## config.mk

```make
export PLATFORM = sky130hd
export DESIGN_NAME = wacc_unit
export DESIGN_NICKNAME = d
export VERILOG_FILES = /design/src/rtl/wacc_pkg.sv /design/src/rtl/wacc_mul.sv /design/src/rtl/wacc_bank.sv /design/src/rtl/wacc_rdsel.sv /design/src/rtl/wacc_unit.sv
export SDC_FILE = /design/constraint.sdc
export NUM_CORES = 2
export LEC_CHECK = 0
export ABC_AREA = 0
export BUFFER_PORTS_ARGS = -buffer_cell sky130_fd_sc_hd__buf_2
export CAP_MARGIN = 20
export CORE_MARGIN = 5
export CORE_UTILIZATION = 42
export CTS_BUF_LIST = sky130_fd_sc_hd__clkbuf_4
export CTS_CLUSTER_DIAMETER = 80
export DETAILED_ROUTE_END_ITERATION = 10
export PLACE_DENSITY = 0.54
export SYNTH_ARGS = -nofsm -noshare
export SYNTH_HDL_FRONTEND = slang
export SYNTH_SLANG_ARGS = --single-unit
```

## constraint.sdc

```tcl
create_clock -name clk -period 9.84 [get_ports clk]
set_clock_uncertainty 0.05 [all_clocks]
set_input_delay 0.984 -clock clk [delete_from_list [all_inputs] [get_ports clk]]
set_output_delay 0.984 -clock clk [all_outputs]
set_load 0.005 [all_outputs]
```

## src/rtl/wacc_pkg.sv

```systemverilog
package wacc_pkg;

    typedef enum logic [1:0] {
        OP_CLR = 2'd0,
        OP_WR  = 2'd1,
        OP_MAC = 2'd2,
        OP_RD  = 2'd3
    } wacc_op_e;

    typedef enum logic [1:0] {
        SL_LO  = 2'd0,
        SL_MID = 2'd1,
        SL_HI  = 2'd2,
        SL_HI2 = 2'd3
    } wacc_slice_e;

endpackage

```

## src/rtl/wacc_mul.sv

```systemverilog
module wacc_mul #(
    parameter int DATA_W = 32,
    parameter int ACC_W  = 72
) (
    input  logic [DATA_W-1:0] a_i,
    input  logic [DATA_W-1:0] b_i,
    output logic [ACC_W-1:0]  prod_o
);
    localparam int PROD_W = 2 * DATA_W;

    logic signed [PROD_W-1:0] a_x, b_x, prod;

    always_comb begin
        a_x  = PROD_W'($signed(a_i));
        b_x  = PROD_W'($signed(b_i));
        prod = a_x * b_x;
    end

    // sign-extend the full product to accumulator width (or truncate if narrower)
    generate
        if (ACC_W > PROD_W) begin : g_ext
            assign prod_o = {{(ACC_W-PROD_W){prod[PROD_W-1]}}, prod};
        end else begin : g_trunc
            assign prod_o = prod[ACC_W-1:0];
        end
    endgenerate

endmodule

```

## src/rtl/wacc_bank.sv

```systemverilog
module wacc_bank #(
    parameter int N_ACC = 4,
    parameter int ACC_W = 72,
    parameter int IDX_W = 2
) (
    input  logic                        clk,
    input  logic                        rst,
    input  logic                        add_en,
    input  logic [IDX_W-1:0]            add_idx,
    input  logic [ACC_W-1:0]            add_val,
    input  logic                        set_en,
    input  logic [IDX_W-1:0]            set_idx,
    input  logic [ACC_W-1:0]            set_val,
    output logic [N_ACC-1:0][ACC_W-1:0] acc_o
);
    typedef struct packed {
        logic [N_ACC-1:0][ACC_W-1:0] acc;
    } bank_s;

    bank_s st_d, st_q;

    always_comb begin
        st_d = st_q;
        if (add_en) begin
            st_d.acc[add_idx] = st_q.acc[add_idx] + add_val;
        end
        // a set is the younger command: it overrides a pending add to the same entry
        if (set_en) begin
            st_d.acc[set_idx] = set_val;
        end
    end

    always_ff @(posedge clk) begin
        if (rst) st_q <= '0;
        else     st_q <= st_d;
    end

    assign acc_o = st_q.acc;

    // a clear/write always lands, even over a pending product
    a_r3_set_lands: assert property (@(posedge clk) disable iff (rst)
        set_en |=> acc_o[$past(set_idx)] == $past(set_val));

    // a pending product is added when no set targets the same entry
    a_r4_acc_adds: assert property (@(posedge clk) disable iff (rst)
        (add_en && !(set_en && set_idx == add_idx))
        |=> acc_o[$past(add_idx)] == $past(acc_o[add_idx] + add_val));

endmodule

```

## src/rtl/wacc_rdsel.sv

```systemverilog
module wacc_rdsel import wacc_pkg::*; #(
    parameter int N_ACC  = 4,
    parameter int ACC_W  = 72,
    parameter int DATA_W = 32,
    parameter int IDX_W  = 2
) (
    input  logic [N_ACC-1:0][ACC_W-1:0] acc_i,
    input  logic [IDX_W-1:0]            rd_idx,
    input  logic [1:0]                  rd_sel,
    input  logic                        fwd_en,
    input  logic [IDX_W-1:0]            fwd_idx,
    input  logic [ACC_W-1:0]            fwd_val,
    output logic [DATA_W-1:0]           word_o
);
    localparam int HI_W = ACC_W - 2 * DATA_W;

    logic [ACC_W-1:0] cur;
    wacc_slice_e      sel;

    always_comb begin
        cur = acc_i[rd_idx];
        // forward the product still waiting to be added
        if (fwd_en && fwd_idx == rd_idx) begin
            cur = cur + fwd_val;
        end
        sel = wacc_slice_e'(rd_sel);
        case (sel)
            SL_LO:   word_o = cur[DATA_W-1:0];
            SL_MID:  word_o = cur[2*DATA_W-1:DATA_W];
            default: word_o = {{(DATA_W-HI_W){cur[ACC_W-1]}}, cur[ACC_W-1:2*DATA_W]};
        endcase
    end

endmodule

```

## src/rtl/wacc_unit.sv

```systemverilog
module wacc_unit import wacc_pkg::*; #(
    parameter int DATA_W = 32,
    parameter int ACC_W  = 72,
    parameter int N_ACC  = 4,
    localparam int IDX_W = $clog2(N_ACC)
) (
    input  logic              clk,
    input  logic              rst,
    input  logic              cmd_valid,
    input  logic [1:0]        cmd_op,
    input  logic [IDX_W-1:0]  cmd_idx,
    input  logic [1:0]        cmd_sel,
    input  logic [DATA_W-1:0] cmd_a,
    input  logic [DATA_W-1:0] cmd_b,
    output logic              res_valid,
    output logic [DATA_W-1:0] res_data
);
    localparam int HI_W = ACC_W - 2 * DATA_W;

    typedef struct packed {
        logic              pend_v;
        logic [IDX_W-1:0]  pend_idx;
        logic [ACC_W-1:0]  pend_val;
        logic              res_v;
        logic [DATA_W-1:0] res_d;
    } unit_s;

    unit_s                       st_d, st_q;
    wacc_op_e                    op;
    logic                        is_clr, is_wr, is_mac, is_rd;
    logic                        set_en;
    logic [ACC_W-1:0]            set_val;
    logic [ACC_W-1:0]            prod_ext;
    logic [N_ACC-1:0][ACC_W-1:0] acc_all;
    logic [DATA_W-1:0]           rd_word;

    always_comb begin
        op      = wacc_op_e'(cmd_op);
        is_clr  = cmd_valid && (op == OP_CLR);
        is_wr   = cmd_valid && (op == OP_WR);
        is_mac  = cmd_valid && (op == OP_MAC);
        is_rd   = cmd_valid && (op == OP_RD);
        set_en  = is_clr || is_wr;
        set_val = is_wr ? {{(ACC_W-DATA_W){cmd_a[DATA_W-1]}}, cmd_a} : '0;
    end

    wacc_mul #(.DATA_W(DATA_W), .ACC_W(ACC_W)) u_mul (
        .a_i    (cmd_a),
        .b_i    (cmd_b),
        .prod_o (prod_ext)
    );

    wacc_bank #(.N_ACC(N_ACC), .ACC_W(ACC_W), .IDX_W(IDX_W)) u_bank (
        .clk     (clk),
        .rst     (rst),
        .add_en  (st_q.pend_v),
        .add_idx (st_q.pend_idx),
        .add_val (st_q.pend_val),
        .set_en  (set_en),
        .set_idx (cmd_idx),
        .set_val (set_val),
        .acc_o   (acc_all)
    );

    wacc_rdsel #(.N_ACC(N_ACC), .ACC_W(ACC_W), .DATA_W(DATA_W), .IDX_W(IDX_W)) u_rdsel (
        .acc_i   (acc_all),
        .rd_idx  (cmd_idx),
        .rd_sel  (cmd_sel),
        .fwd_en  (st_q.pend_v),
        .fwd_idx (st_q.pend_idx),
        .fwd_val (st_q.pend_val),
        .word_o  (rd_word)
    );

    always_comb begin
        st_d        = st_q;
        st_d.pend_v = is_mac;
        if (is_mac) begin
            st_d.pend_idx = cmd_idx;
            st_d.pend_val = prod_ext;
        end
        st_d.res_v = is_rd;
        if (is_rd) begin
            st_d.res_d = rd_word;
        end
    end

    always_ff @(posedge clk) begin
        if (rst) st_q <= '0;
        else     st_q <= st_d;
    end

    assign res_valid = st_q.res_v;
    assign res_data  = st_q.res_d;

    // reset leaves every accumulator at zero and no result pending
    a_r1_reset_clears: assert property (@(posedge clk)
        rst |=> (!res_valid && acc_all == '0));

    // clear zeroes the addressed entry
    a_r2_clear_zero: assert property (@(posedge clk) disable iff (rst)
        (cmd_valid && cmd_op == 2'd0) |=> acc_all[$past(cmd_idx)] == '0);

    // a read produces a result one cycle later
    a_r5_rd_valid: assert property (@(posedge clk) disable iff (rst)
        (cmd_valid && cmd_op == 2'd3) |=> res_valid);

    // high slice is sign-extended
    a_r5_hi_sext: assert property (@(posedge clk) disable iff (rst)
        (cmd_valid && cmd_op == 2'd3 && cmd_sel[1])
        |=> res_data[DATA_W-1:HI_W] == {(DATA_W-HI_W){res_data[HI_W-1]}});

    // no read command, no result
    a_r8_no_spurious: assert property (@(posedge clk) disable iff (rst)
        !(cmd_valid && cmd_op == 2'd3) |=> !res_valid);

    // idle cycles with nothing pending keep the bank still
    a_r8_idle_stable: assert property (@(posedge clk) disable iff (rst)
        (!cmd_valid && !st_q.pend_v) |=> $stable(acc_all));

endmodule

```

Word-level counts from Yosys, hierarchy flattened. Cells that the tools add are included.

Add/subtract/negate cells: 2. Multipliers: 1. Magnitude comparators: 4. Eq/ne operators: 5. Multiplexer cells: 15. Reduce and logical (&&, ||, !) cells: 10.

Operators with widths (count): 288-bit bitwise mux (2); 288-bit 2-to-1 mux (2); 72-bit 2-to-1 mux (6); 72-bit binary-select mux with 2-bit select (2); 72-bit demux with 2-bit select (2); 72-bit adder (2); 32-bit by 32-bit multiplier with 64-bit output (1); 32-bit case mux with 2 select lines (1); 1-bit logical AND (7); 2-bit by 3-bit < comparator with 1-bit output (second input constant) (2); 2-bit by 1-bit == test with 1-bit output (second input constant) (2); 2-bit == test (second input constant) (2); 2-bit by 1-bit greater-or-equal comparator with 1-bit output (second input constant) (2); 2-bit zero test (2); 2-bit == test (1); 1-bit logical OR (1).

Register bits after elaboration: 388. Output and inout bits: 33. Logic and storage cells: 46.

Depth between registers and ports, before layout.
Depth after elaboration: 8. Gate-level depth with buffers: 31.

Modules after synthesis. Synthesis repeated with hierarchy kept, for this count alone.

Cells, all modules: 7806. Area, all modules: 67920.1 µm².

Modules (own cells, without submodules): wacc_mul (times used 1, cells an instance 3872, area an instance 36271.0 µm²); wacc_bank (times used 1, cells an instance 2408, area an instance 18893.1 µm²); wacc_rdsel (times used 1, cells an instance 990, area an instance 7437.1 µm²); wacc_unit (times used 1, cells an instance 536, area an instance 5318.9 µm²).

Worst setup path before layout. Ideal clock, no wire load.

Path kind: input to register. Start: in cmd_a[31]. End: reg st_q[93] (netlist name). Library setup time: 0.117 ns. Data arrival time: 8.815 ns. Slack: 0.859 ns. Cell stages on the path: 29. Buffers on the path: 3. Cells stage by stage: clkbuf_1 -> clkbuf_1 -> nand2_1 -> inv_1 -> fa_1 -> inv_1 -> fa_1 -> inv_1 -> fa_1 -> fa_1 -> inv_1 -> fa_1 -> fa_1 -> fa_1 -> fa_1 -> inv_1 -> ha_1 -> clkbuf_1 -> a21o_1 -> o21bai_1 -> a211o_1 -> a221o_1 -> a21o_1 -> a21oi_1 -> nor3_1 -> o211a_1 -> nor2_1 -> xnor2_1 -> a22o_1.

Word-level cells in the longest chain between the ends: 1.

RTL lines: from (decl) (RTL line wacc_unit.sv:13) `input logic [DATA_W-1:0] cmd_a,`; 32-bit by 32-bit multiplier with 64-bit output (RTL line wacc_mul.sv:16) `prod = a_x * b_x;`; to (signal assigned) (RTL line wacc_unit.sv:90) `else st_q <= st_d;`; to (decl) (RTL line wacc_unit.sv:28) `unit_s st_d, st_q;`.

No other way between the ends. A chain may end at the register's enable or synchronous reset.

Worst setup path in the final report.
Start: in cmd_b[8]. End: reg st_q[93] (netlist name).

Word-level cells in the longest chain between the ends: 1.

RTL lines: from (decl) (RTL line wacc_unit.sv:14) `input logic [DATA_W-1:0] cmd_b,`; 32-bit by 32-bit multiplier with 64-bit output (RTL line wacc_mul.sv:16).

No other way between the ends.

==> results.cfg <==
[run_status]
status = complete, no violations

[setup_path]
endpoint_kind = flop
worst-setup-path-type = primary input to flop
critical_path_arrival_ns = 9.31
critPathRequiredTime_ns = 10.60
worstPathMaxFanout = 29
cp-start-kind = primary input

[cts]
cts_tree = built
cts_sinks = 388
clockBufferDepth = 3
clk_pin_slew_worst_paths_ns = 0.06
ctsResizeCount = 0
clk_latency_ns = 0.96
cts_setup_buffers = 0
cts_buffers = 103
cts_max_level = 3
cts_hold_buf = 0
clock-root-buffer = clkbuf_4

[synthesis]
synth_edf_count = 0
yosysTopAreaCellShare = 0.339
syn_area_per_cell_sq_um = 8.72
synth_fp_nets = 8824
syn_inst = 7341
yosysTopAreaCell = fa_1
synth_common_cells = fa_1, inv_1, nand2_1, and2_1, clkbuf_1
synth_flop_cell = dfxtp_1
yosysMostFrequentCell = fa_1
synth_warnings = 0
synthTopCellsByArea = fa_1, dfxtp_1, ha_1
ys_seq_elements = 388
ys_types = 78
async_flop_share = 0
ys_seq_area_frac = 0.121
netlist_area_sq_um = 64000

[cells_and_area]
drive_above_1_share = 0.0807
nFillCells = 15200
syn2layout_area_growth_pct = 5.16
final_nets = 8635

[floorplan]
ioPinCount = 106
rows = 143
die_w_um = 400
core_sq_um = 152000
dieArea_sq_um = 160000
start_util = 0.422
die-height_um = 400

[global_route]
antenna_found_initial = 12
globalRouteTotalUtil = 0.282
grt_pass1_vias = 56100
grt_max_degree = 104
grt_pass1_wl_um = 349000
overflow = 0

[drt]
drtPass1Iterations = 5
route.detailed.drc = 0
avgViaCountPerCell = 5.76
drtAntennaViolNets = 0
dr_total_vias = 53300
wl_per_cell_um = 24.6
drtIter0Drc = 4428
totalWireLength_um = 228000

[sta]
rsz0062_at_grt = false
setup_violations = 0
max_slew.worst_pin.slew_ns = 1.11
slew_violations = 0
finalCritPeriodShare = 0.869
max_freq_mhz = 117
hold_viol = 0
setup_tns_ns = 0
fin_crit_ns = 8.55
slew_headroom = 0.261

[place]
gp_congestion = 0.969
io_buffers = 105
place_hpwl_um = 175000

[worst_hold_path]
worstHoldPathType = flop to flop

[run]
maxCapViolCount = 0
[logic make-up (layout without fill, tap and decap cells)]
| kind of cell | count (synthesis) | count (layout) | synth area share |
|---|---|---|---|
| DFF | 388 | 388 | 0.121 |
| AOI/OAI and AO/OA | 1488 | 1488 | 0.144 |
| xor gates and xnor gates | 202 | 202 | 0.0276 |
| buffers and inverters | 1534 | 1416 | 0.0920 |
| muxes | 160 | 160 | 0.0541 |
| adders and majority gates | 1410 | 1410 | 0.403 |
| other | 0 | 3 | 0 |
| and+or+nand+nor | 2159 | 2159 | 0.158 |
[metrics by stage]
stage | hold WS [ns] | utilization | std cells | instance area, sq um | worst slack (ns)
after floorplan | 0.382 | - | 7341 | 64000 | 0.859
after global placement | 0.389 | 0.435 | 9076 | 66100 | 0.472
after detailed placement | 0.394 | 0.435 | 9076 | 66100 | 0.416
after CTS | 0.395 | 0.444 | 9252 | 67300 | 1.42
after global routing | 0.429 | 0.444 | 9255 | 67300 | 1.02
final | 0.399 | 0.444 | 9256 | 67300 | 1.29
[state kept, by name, indices dropped and copies added, names as in the netlist]
signal        cells
res_valid         1
st_q             67
res_data         32
u_bank.acc_o    288
[layer usage]
metal | part of all wire | vias up | wire [um] | track usage
met5 | 0.00024 | - | 55 | 0
met4 | 0.041 | 8 | 9350 | 0.102
met3 | 0.077 | 473 | 17600 | 0.0468
met2 | 0.46 | 2162 | 105000 | 0.459
met1 | 0.42 | 27100 | 95700 | 0.380
li1 | - | 23500 | - | -
[worst max-delay path: stages]
cell and delay [ns]:
buf_2 0.59, nand2_1 0.27, fa_1 0.69, fa_1 0.90, fa_1 0.51, fa_1 0.51, fa_1 0.57, fa_1 0.43
fa_1 0.46, fa_1 0.50, inv_1 0.05, ha_1 0.39, a21o_1 0.23, o21bai_1 0.17, a211o_1 0.30, a221o_1 0.30
a21o_1 0.18, a21oi_1 0.42, nor3_1 0.15, o211a_1 0.25, nor2_1 0.11, xnor2_1 0.09, a22o_1 0.22
[worst paths after layout]
kind / from / to / slack, ns / cells past startpoint
worst max-delay path: cmd_b[8] / st_q[93] / 1.29 / 23
worst min-delay path: res_data[17] / res_data[17] / 0.40 / 2
worst max register to register: st_q[105] / u_bank.acc_o[138] / 3.90 / 14
worst min register to register: res_data[17] / res_data[17] / 0.40 / 2
[cell type report]
class	count	area (sq um)	share of cell area
multi-input cells	5419	50500	0.750
flip-flops and latches	388	7770	0.115
inverters	1013	3800	0.0565
well taps	2030	2540	0.0377
repair buffers	227	1500	0.0223
clock buffers	143	1070	0.0159
clock inverters	33	144	0.00214
diodes	3	7.51	0.000112
[cells in the final DEF (no fill, tap or decap), types with 22 or more instances in the layout]
| master | Yosys | final |
|---|---|---|
| a21oi_1 | 428 | 428 |
| nor3_1 | 40 | 36 |
| a31oi_1 | 92 | 92 |
| nand2_1 | 950 | 950 |
| and2_1 | 530 | 530 |
| fa_1 | 1084 | 1084 |
| a211oi_1 | 214 | 214 |
| buf_4 | 32 | 120 |
| nor2_1 | 379 | 371 |
| buf_2 | 8 | 102 |
| inv_1 | 1011 | 1011 |
| o21bai_1 | 47 | 47 |
| and3_1 | 22 | 22 |
| o21a_1 | 22 | 22 |
| nor2b_1 | 29 | 29 |
| nand4_1 | 70 | 70 |
| a22oi_1 | 26 | 26 |
| a21o_1 | 121 | 121 |
| mux4_2 | 149 | 149 |
| o211ai_1 | 30 | 30 |
| xor2_1 | 80 | 80 |
| nand2b_1 | 33 | 33 |
| xnor2_1 | 122 | 122 |
| ha_1 | 326 | 326 |
| clkbuf_4 | 0 | 143 |
| nand3_1 | 53 | 50 |
| o21ai_0 | 372 | 372 |
| dfxtp_1 | 388 | 386 |
Power is not shown: default switching activity piles up to over one toggle a cycle in this logic, so the estimate is an artifact.
